## config.mk

```make
export PLATFORM = sky130hd
export DESIGN_NAME = trap_unit
export DESIGN_NICKNAME = d
export VERILOG_FILES = /design/src/rtl/trapu_pkg.sv /design/src/rtl/trapu_vector.sv /design/src/rtl/trapu_ctrl.sv /design/src/rtl/trapu_rf.sv /design/src/rtl/trap_unit.sv
export SDC_FILE = /design/constraint.sdc
export NUM_CORES = 2
export LEC_CHECK = 0
export CAP_MARGIN = 10
export CORE_ASPECT_RATIO = 0.9
export CORE_MARGIN = 2
export CORE_UTILIZATION = 50
export CTS_CLUSTER_DIAMETER = 50
export DETAILED_ROUTE_END_ITERATION = 10
export GPL_ROUTABILITY_DRIVEN = 0
export GPL_TIMING_DRIVEN = 0
export PLACE_DENSITY = 0.7
export SYNTH_ARGS = -nofsm -noshare
export SYNTH_HDL_FRONTEND = slang
export SYNTH_SLANG_ARGS = --single-unit
```

## constraint.sdc

```tcl
create_clock -name clk -period 4.5 [get_ports clk]
set_input_delay 0.675 -clock clk [delete_from_list [all_inputs] [get_ports clk]]
set_output_delay 0.675 -clock clk [all_outputs]
set_load 0.01 [all_outputs]
```

## src/rtl/trapu_pkg.sv

```systemverilog
package trapu_pkg;

  typedef enum logic [3:0] {
    F_RESET  = 4'd0,  F_MCHK   = 4'd1,  F_ARITH  = 4'd2,  F_INTR   = 4'd3,
    F_DMISSN = 4'd4,  F_DMISSP = 4'd5,  F_ALIGN  = 4'd6,  F_DFAULT = 4'd7,
    F_DACV   = 4'd8,  F_IMISS  = 4'd9,  F_IFAULT = 4'd10, F_IACV   = 4'd11,
    F_OPC    = 4'd12, F_FPOFF  = 4'd13, F_CALL   = 4'd14, F_OVF    = 4'd15
  } fault_e;

  localparam int OFF_W   = 14;
  localparam int SHD_CNT = 8;

  function automatic logic [OFF_W-1:0] vec_offset(input fault_e f);
    case (f)
      F_RESET:           return 14'h0001;
      F_MCHK:            return 14'h0401;
      F_ARITH, F_OVF:    return 14'h0501;
      F_INTR:            return 14'h0101;
      F_DMISSN:          return 14'h0201;
      F_DMISSP:          return 14'h0281;
      F_ALIGN:           return 14'h0301;
      F_DFAULT, F_DACV:  return 14'h0381;
      F_IMISS, F_IFAULT: return 14'h0181;
      F_IACV:            return 14'h0081;
      F_OPC:             return 14'h0481;
      F_FPOFF:           return 14'h0581;
      default:           return 14'h2001;
    endcase
  endfunction

  function automatic logic skips_insn(input fault_e f);
    return (f == F_ARITH) || (f == F_CALL) || (f == F_OVF);
  endfunction

  function automatic logic is_banked(input int unsigned idx);
    return ((idx >= 8) && (idx <= 14)) || (idx == 25);
  endfunction

  function automatic logic [2:0] bank_slot(input int unsigned idx);
    logic [2:0] s;
    s = (idx == 25) ? 3'd7 : 3'(idx - 8);
    return s;
  endfunction

endpackage

```

## src/rtl/trapu_vector.sv

```systemverilog
module trapu_vector
  import trapu_pkg::*;
#(
  parameter int PC_W = 32
) (
  input  logic [PC_W-1:0] base,
  input  logic [3:0]      code,
  output logic [PC_W-1:0] target,
  output logic            skip
);
  fault_e f;

  always_comb begin
    f      = fault_e'(code);
    target = base + PC_W'(vec_offset(f));
    skip   = skips_insn(f);
  end
endmodule

```

## src/rtl/trapu_ctrl.sv

```systemverilog
module trapu_ctrl
  import trapu_pkg::*;
#(
  parameter int PC_W = 32
) (
  input  logic            clk,
  input  logic            rst,
  input  logic [PC_W-1:0] vec_base,
  input  logic [PC_W-1:0] cur_pc,
  input  logic            trap_valid,
  input  logic [3:0]      trap_code,
  input  logic            ret_valid,
  input  logic [PC_W-1:0] target,
  input  logic            skip,
  output logic [PC_W-1:0] pc_q,
  output logic [PC_W-1:0] npc_q,
  output logic [PC_W-1:0] restart_q,
  output logic            shadow_q,
  output logic            redirect_q,
  output logic            recheck_q,
  output logic            ret_fault_q,
  output logic            swap_err_q
);
  localparam logic [PC_W-1:0] STEP = PC_W'(4);

  logic in_handler;
  logic is_intr;
  logic [PC_W-1:0] rst_pc;

  always_comb begin
    in_handler = cur_pc[0];
    is_intr    = (fault_e'(trap_code) == F_INTR);
    rst_pc     = vec_base + PC_W'(vec_offset(F_RESET));
  end

  always_ff @(posedge clk) begin
    if (rst) begin
      pc_q        <= rst_pc;
      npc_q       <= rst_pc + STEP;
      restart_q   <= '0;
      shadow_q    <= 1'b1;
      redirect_q  <= 1'b0;
      recheck_q   <= 1'b0;
      ret_fault_q <= 1'b0;
      swap_err_q  <= 1'b0;
    end else begin
      redirect_q  <= 1'b0;
      recheck_q   <= 1'b0;
      ret_fault_q <= 1'b0;
      swap_err_q  <= 1'b0;
      if (trap_valid) begin
        pc_q       <= target;
        npc_q      <= target + STEP;
        redirect_q <= 1'b1;
        if (!(is_intr && in_handler))
          restart_q <= skip ? (cur_pc + STEP) : cur_pc;
        if (!in_handler) begin
          if (shadow_q) swap_err_q <= 1'b1;
          else          shadow_q   <= 1'b1;
        end
      end else if (ret_valid) begin
        if (!in_handler) begin
          ret_fault_q <= 1'b1;
        end else begin
          pc_q       <= restart_q;
          npc_q      <= restart_q + STEP;
          redirect_q <= 1'b1;
          recheck_q  <= 1'b1;
          if (!restart_q[0]) begin
            if (!shadow_q) swap_err_q <= 1'b1;
            else           shadow_q   <= 1'b0;
          end
        end
      end
    end
  end
endmodule

```

## src/rtl/trapu_rf.sv

```systemverilog
module trapu_rf
  import trapu_pkg::*;
#(
  parameter int NREG = 32,
  parameter int DW   = 32,
  parameter int AW   = $clog2(NREG)
) (
  input  logic          clk,
  input  logic          shadow,
  input  logic          we,
  input  logic [AW-1:0] waddr,
  input  logic [DW-1:0] wdata,
  input  logic [AW-1:0] raddr,
  output logic [DW-1:0] rdata
);
  logic [DW-1:0] main_mem [NREG];
  logic [DW-1:0] alt_mem  [SHD_CNT];
  logic [DW-1:0] main_rd, alt_rd;
  logic          alt_sel;
  logic          w_alt, r_alt;
  logic [2:0]    w_slot, r_slot;

  always_comb begin
    w_alt  = shadow && is_banked(32'(waddr));
    r_alt  = shadow && is_banked(32'(raddr));
    w_slot = bank_slot(32'(waddr));
    r_slot = bank_slot(32'(raddr));
  end

  always_ff @(posedge clk) begin
    if (we && !w_alt) main_mem[waddr] <= wdata;
    main_rd <= main_mem[raddr];
  end

  always_ff @(posedge clk) begin
    if (we && w_alt) alt_mem[w_slot] <= wdata;
    alt_rd  <= alt_mem[r_slot];
    alt_sel <= r_alt;
  end

  assign rdata = alt_sel ? alt_rd : main_rd;
endmodule

```

## src/rtl/trap_unit.sv

```systemverilog
module trap_unit #(
  parameter int PC_W = 32,
  parameter int DW   = 32,
  parameter int NREG = 32,
  parameter int AW   = $clog2(NREG)
) (
  input  logic            clk,
  input  logic            rst,
  input  logic [PC_W-1:0] vec_base,
  input  logic [PC_W-1:0] cur_pc,
  input  logic            trap_valid,
  input  logic [3:0]      trap_code,
  input  logic            ret_valid,
  input  logic            rf_we,
  input  logic [AW-1:0]   rf_waddr,
  input  logic [DW-1:0]   rf_wdata,
  input  logic [AW-1:0]   rf_raddr,
  output logic [DW-1:0]   rf_rdata,
  output logic [PC_W-1:0] pc_o,
  output logic [PC_W-1:0] npc_o,
  output logic [PC_W-1:0] restart_o,
  output logic            shadow_o,
  output logic            redirect_o,
  output logic            recheck_o,
  output logic            ret_fault_o,
  output logic            swap_err_o
);
  logic [PC_W-1:0] target;
  logic            skip;

  trapu_vector #(.PC_W(PC_W)) u_vec (
    .base(vec_base), .code(trap_code), .target(target), .skip(skip)
  );

  trapu_ctrl #(.PC_W(PC_W)) u_ctrl (
    .clk(clk), .rst(rst), .vec_base(vec_base), .cur_pc(cur_pc),
    .trap_valid(trap_valid), .trap_code(trap_code), .ret_valid(ret_valid),
    .target(target), .skip(skip),
    .pc_q(pc_o), .npc_q(npc_o), .restart_q(restart_o), .shadow_q(shadow_o),
    .redirect_q(redirect_o), .recheck_q(recheck_o),
    .ret_fault_q(ret_fault_o), .swap_err_q(swap_err_o)
  );

  trapu_rf #(.NREG(NREG), .DW(DW), .AW(AW)) u_rf (
    .clk(clk), .shadow(shadow_o), .we(rf_we), .waddr(rf_waddr),
    .wdata(rf_wdata), .raddr(rf_raddr), .rdata(rf_rdata)
  );
endmodule

```

==> metrics.md <==
| Metric | Value |
|---|---|
| Outcome | `complete, no violations` |
| Post-synthesis mux area share | `0.160` |
| DR vias | `~31000` |
| Total core area | `113000 µm²` |
| Die width | `360 µm` |
| RR Endpoint | `u_rf.alt_mem[0][12]` |
| Ys Warns | `0` |
| CTS sink cnt | `1444` |
| Distinct cells, synth | `82` |
| Fmax | `~0.22 GHz` |
| Final WL | `around 150000 µm` |
| Simple-Gate Fraction of Synth Area | `0.0361` |
| Hold slack | `439 ps` |
| Clk_skew | `~24 ps` |
| Unrepaired setup endpoints after global routing | `true` |
| Initial antenna violation count | `4` |
| Initial Utilization | `0.503` |
| Worst Path Required | `5010 ps` |
| Critical Path, Cell by Cell | `clkdlybuf4s50_1, inv_1, ha_1, and3_1, ha_1, and3_1, clkbuf_1, a41o_1, a21oi_2, or4_1, o211ai_1, and4bb_1, nand4_1, xnor2_1` |
| Hold Path Cell Cnt | `3` |
| DIE HEIGHT | `roughly 320 µm` |
| Share of the synthesized area in the top cell type | `0.708` |
| Post-placement cell area | `about 63000 µm²` |
| Nets | `3381` |
| Peak per-stage delay on the critical path | `~600 ps` |
| Finished Layout Cells | `4870` |
| Pin count of the biggest net entering global routing | `49` |
| Synth Area in Compound Gates | `0.0319` |
| Num ports | `248` |
| Final HPWL DP | `98800 µm` |
| Num rows | `117` |
| Hold path endpoint | `u_ctrl.pc_q[15]` |
| DR iter-0 viols | `4300` |
| Crit-path slowest cell | `or4_1` |
| TritonCTS buffer count | `146` |
| Vias per cell | `6.30` |
| Syn Area/Cell | `20.3 µm²` |
| Synthesized-area fraction occupied by adder cells | `0.00286` |
| Min-delay src | `vec_base[15]` |
| CTS HTree Levels | `4` |
| Clock Latency Late Sink | `770 ps` |
| Final Core Density | `0.599` |
| Largest area contributor in the netlist | `edfxtp_1` |
| Yosys reg bits | `1444` |
| Largest cells by area after synthesis | `edfxtp_1, mux4_2, dfxtp_1, mux2_2, nor2_1` |
| Hold Crit Class | `in -> reg` |
| Largest family of logic cells by synthesized area | `multiplexers` |
| Sequential share of the synthesized area | `0.744` |
| Drt wl/cell | `30.4 µm` |
| Root Driver | `clkbuf_16` |
| Layout area overhead | `19.0%` |
| Fin crit share | `0.989` |
| Max Cap Viol | `0` |
| Slew Limit Fails | `0` |
| Slew @ Worst Pin | `about 1200 ps` |
| Ys flop type | `edfxtp_1` |
| CTS Hold Bufs | `0` |
| Critical Path Start Type | `input pin` |
| Reg2reg path depth | `7` |
| First-pass GRT wire length | `211000 µm` |
| Async SR Flop Fraction | `0` |
| Synthesized area | `approximately 57000 µm²` |
| Worst R2R Setup Slack | `1530 ps` |
| Lkg Pwr | `21.3 nW` |
| Arrival @ worst endpoint | `4960 ps` |
| Placed cell count | `4581` |
| GRT overflow | `0` |
| Vias in the first global route | `between 30000 and 40000` |
| Number of synthesized flops with an enable pin | `roughly 1300` |
| Clock transition at path regs | `60 ps` |
| CTS Buffer Depth | `3` |
| Tmin final | `4450 ps` |
| Port Buf Inserts | `235` |
| Cells after Synth | `roughly 2800` |
| Layout cell share with drive strength beyond 1 | `0.249` |
| Count of final setup violators | `0` |
| Worst vdd ir | `0.425 mV` |
| Final instance area | `67700 µm²` |
| Post-synthesis xor/xnor area fraction | `0.0115` |
| Routed Antenna Nets | `0` |
| Final Total Pwr | `0.0296 W` |
| Global Route Usage Sum | `0.254` |
| WS Path Type | `in -> reg` |
| Reg2reg start | `u_ctrl.shadow_q` |
| Crit Path Max Fanout | `10` |
| Remaining DRCs | `0` |
| Slew headroom | `0.189` |
| Crit. End Element | `flop` |
| CTS tree | `yes` |
| Die footprint | `116000 µm²` |
| Syn_nets | `2929` |
| 1st-pass router iterations | `11` |
| Final hold vios | `0` |
| PwrDens | `437 nW/µm²` |
-- layout make-up --
| type | instances | area [µm²] |
|---|---|---|
| diodes | 8 | 20.0 |
| repair buffers | 305 | 3660 |
| clock buffers | 203 | 4030 |
| clock inverters | 67 | 897 |
| plain buffers | 160 | 687 |
| well taps | 1487 | 1860 |
| inverters | 19 | 71.3 |
| fillers | 7861 | 45300 |
| multi-input cells | 1177 | 14100 |
| flip-flops and latches | 1444 | 42300 |
-- flip-flops by register name (all words and copies together), names as in the netlist --
register	cells
u_ctrl.shadow_q	1
u_rf.main_rd	32
u_ctrl.pc_q	30
u_ctrl.swap_err_q	1
u_rf.alt_rd	32
u_ctrl.redirect_q	1
u_ctrl.restart_q	32
u_ctrl.ret_fault_q	1
u_ctrl.npc_q	32
u_rf.alt_mem	256
u_ctrl.recheck_q	1
u_rf.main_mem	1024
u_rf.alt_sel	1
-- logic make-up (layout without fill, tap and decap cells) --
family,count (synthesis),in the layout
AND/OR/NAND/NOR,391,391
AO/OA/AOI/OAI,251,251
adder cells (fa/ha/maj),13,13
buffers and inverters,180,754
multiplexers,447,447
other,0,8
XOR/XNOR,75,75
flip-flops,1444,1444
-- where the power goes --
group	switching (W)	total (W)	leakage, nW	internal (W)
registers	0.000117	0.0150	13.0	0.0149
logic	0.00126	0.00221	5.90	0.000958
clock network	0.00517	0.0123	2.40	0.00717
-- worst max-delay path by stage --
stage | from | to | slack, ps | cells after the start
global route | trap_code[0] | u_ctrl.npc_q[19] | -20 | 17
detailed placement | rf_raddr[0] | u_rf.alt_rd[7] | -1030 | 9
CTS | trap_code[0] | u_ctrl.npc_q[31] | 10 | 16
finish | trap_code[0] | u_ctrl.npc_q[31] | 50 | 14
global placement | rf_waddr[4] | u_rf.alt_mem[1][3] | -2840 | 8
floorplan | rf_waddr[4] | u_rf.alt_mem[1][0] | 120 | 7
-- critical path, delay by kind of cell --
| family | cells | cell delay (ps) |
|---|---|---|
| xor gates and xnor gates | 1 | 210 |
| and+or+nand+nor | 5 | 1500 |
| adders and majority gates | 2 | 540 |
| buffers and inverters | 3 | 1170 |
| AOI/OAI and AO/OA | 3 | 860 |
-- cells in the final DEF (no fill, tap or decap), types with 50 or more instances in the layout --
cell type        netlist  final
edfxtp_1            1342   1342
nand3_1               50     50
clkbuf_1             108    146
nor2_1               109     73
dfxtp_1              102    102
clkdlybuf4s50_1        0    217
clkbuf_16              0    150
nand2_1               77     76
mux2_2                74     74
mux4_2               362    362
-- Yosys cell counts (33+ instances only) --
master	number
edfxtp_1	1342
mux4_2	362
nor2_1	109
clkbuf_1	108
dfxtp_1	102
nand2_1	77
mux2_2	74
nand3_1	50
xnor2_1	42
buf_1	34
o211ai_1	33
xor2_1	33
-- metrics by stage --
step | setup WS [ps] | setup TNS (ps)
after detailed placement | -1030 | -66390
after floorplan | 120 | 0
after CTS | 13.5 | 0
after global placement | -2840 | -1460440
after global routing | -23.3 | -35.1
final | 48.5 | 0
-- timing repair --
item | in CTS | in global routing
gates resized for setup | 3 | 5
setup endpoints to repair | 47 | 27
setup buffers | 0 | 4
cloned | 0 | 0
pin swaps | 1 | 3
-- metal layers --
layer / up-vias / share of wire / GRT usage
met5: - / 0 / 0
met2: 1833 / 0.47 / 0.399
li1: 12600 / - / -
met4: 0 / 0.036 / 0.0940
met3: 351 / 0.090 / 0.0511
met1: 15900 / 0.40 / 0.356
Power figures use the tool's default switching activity.
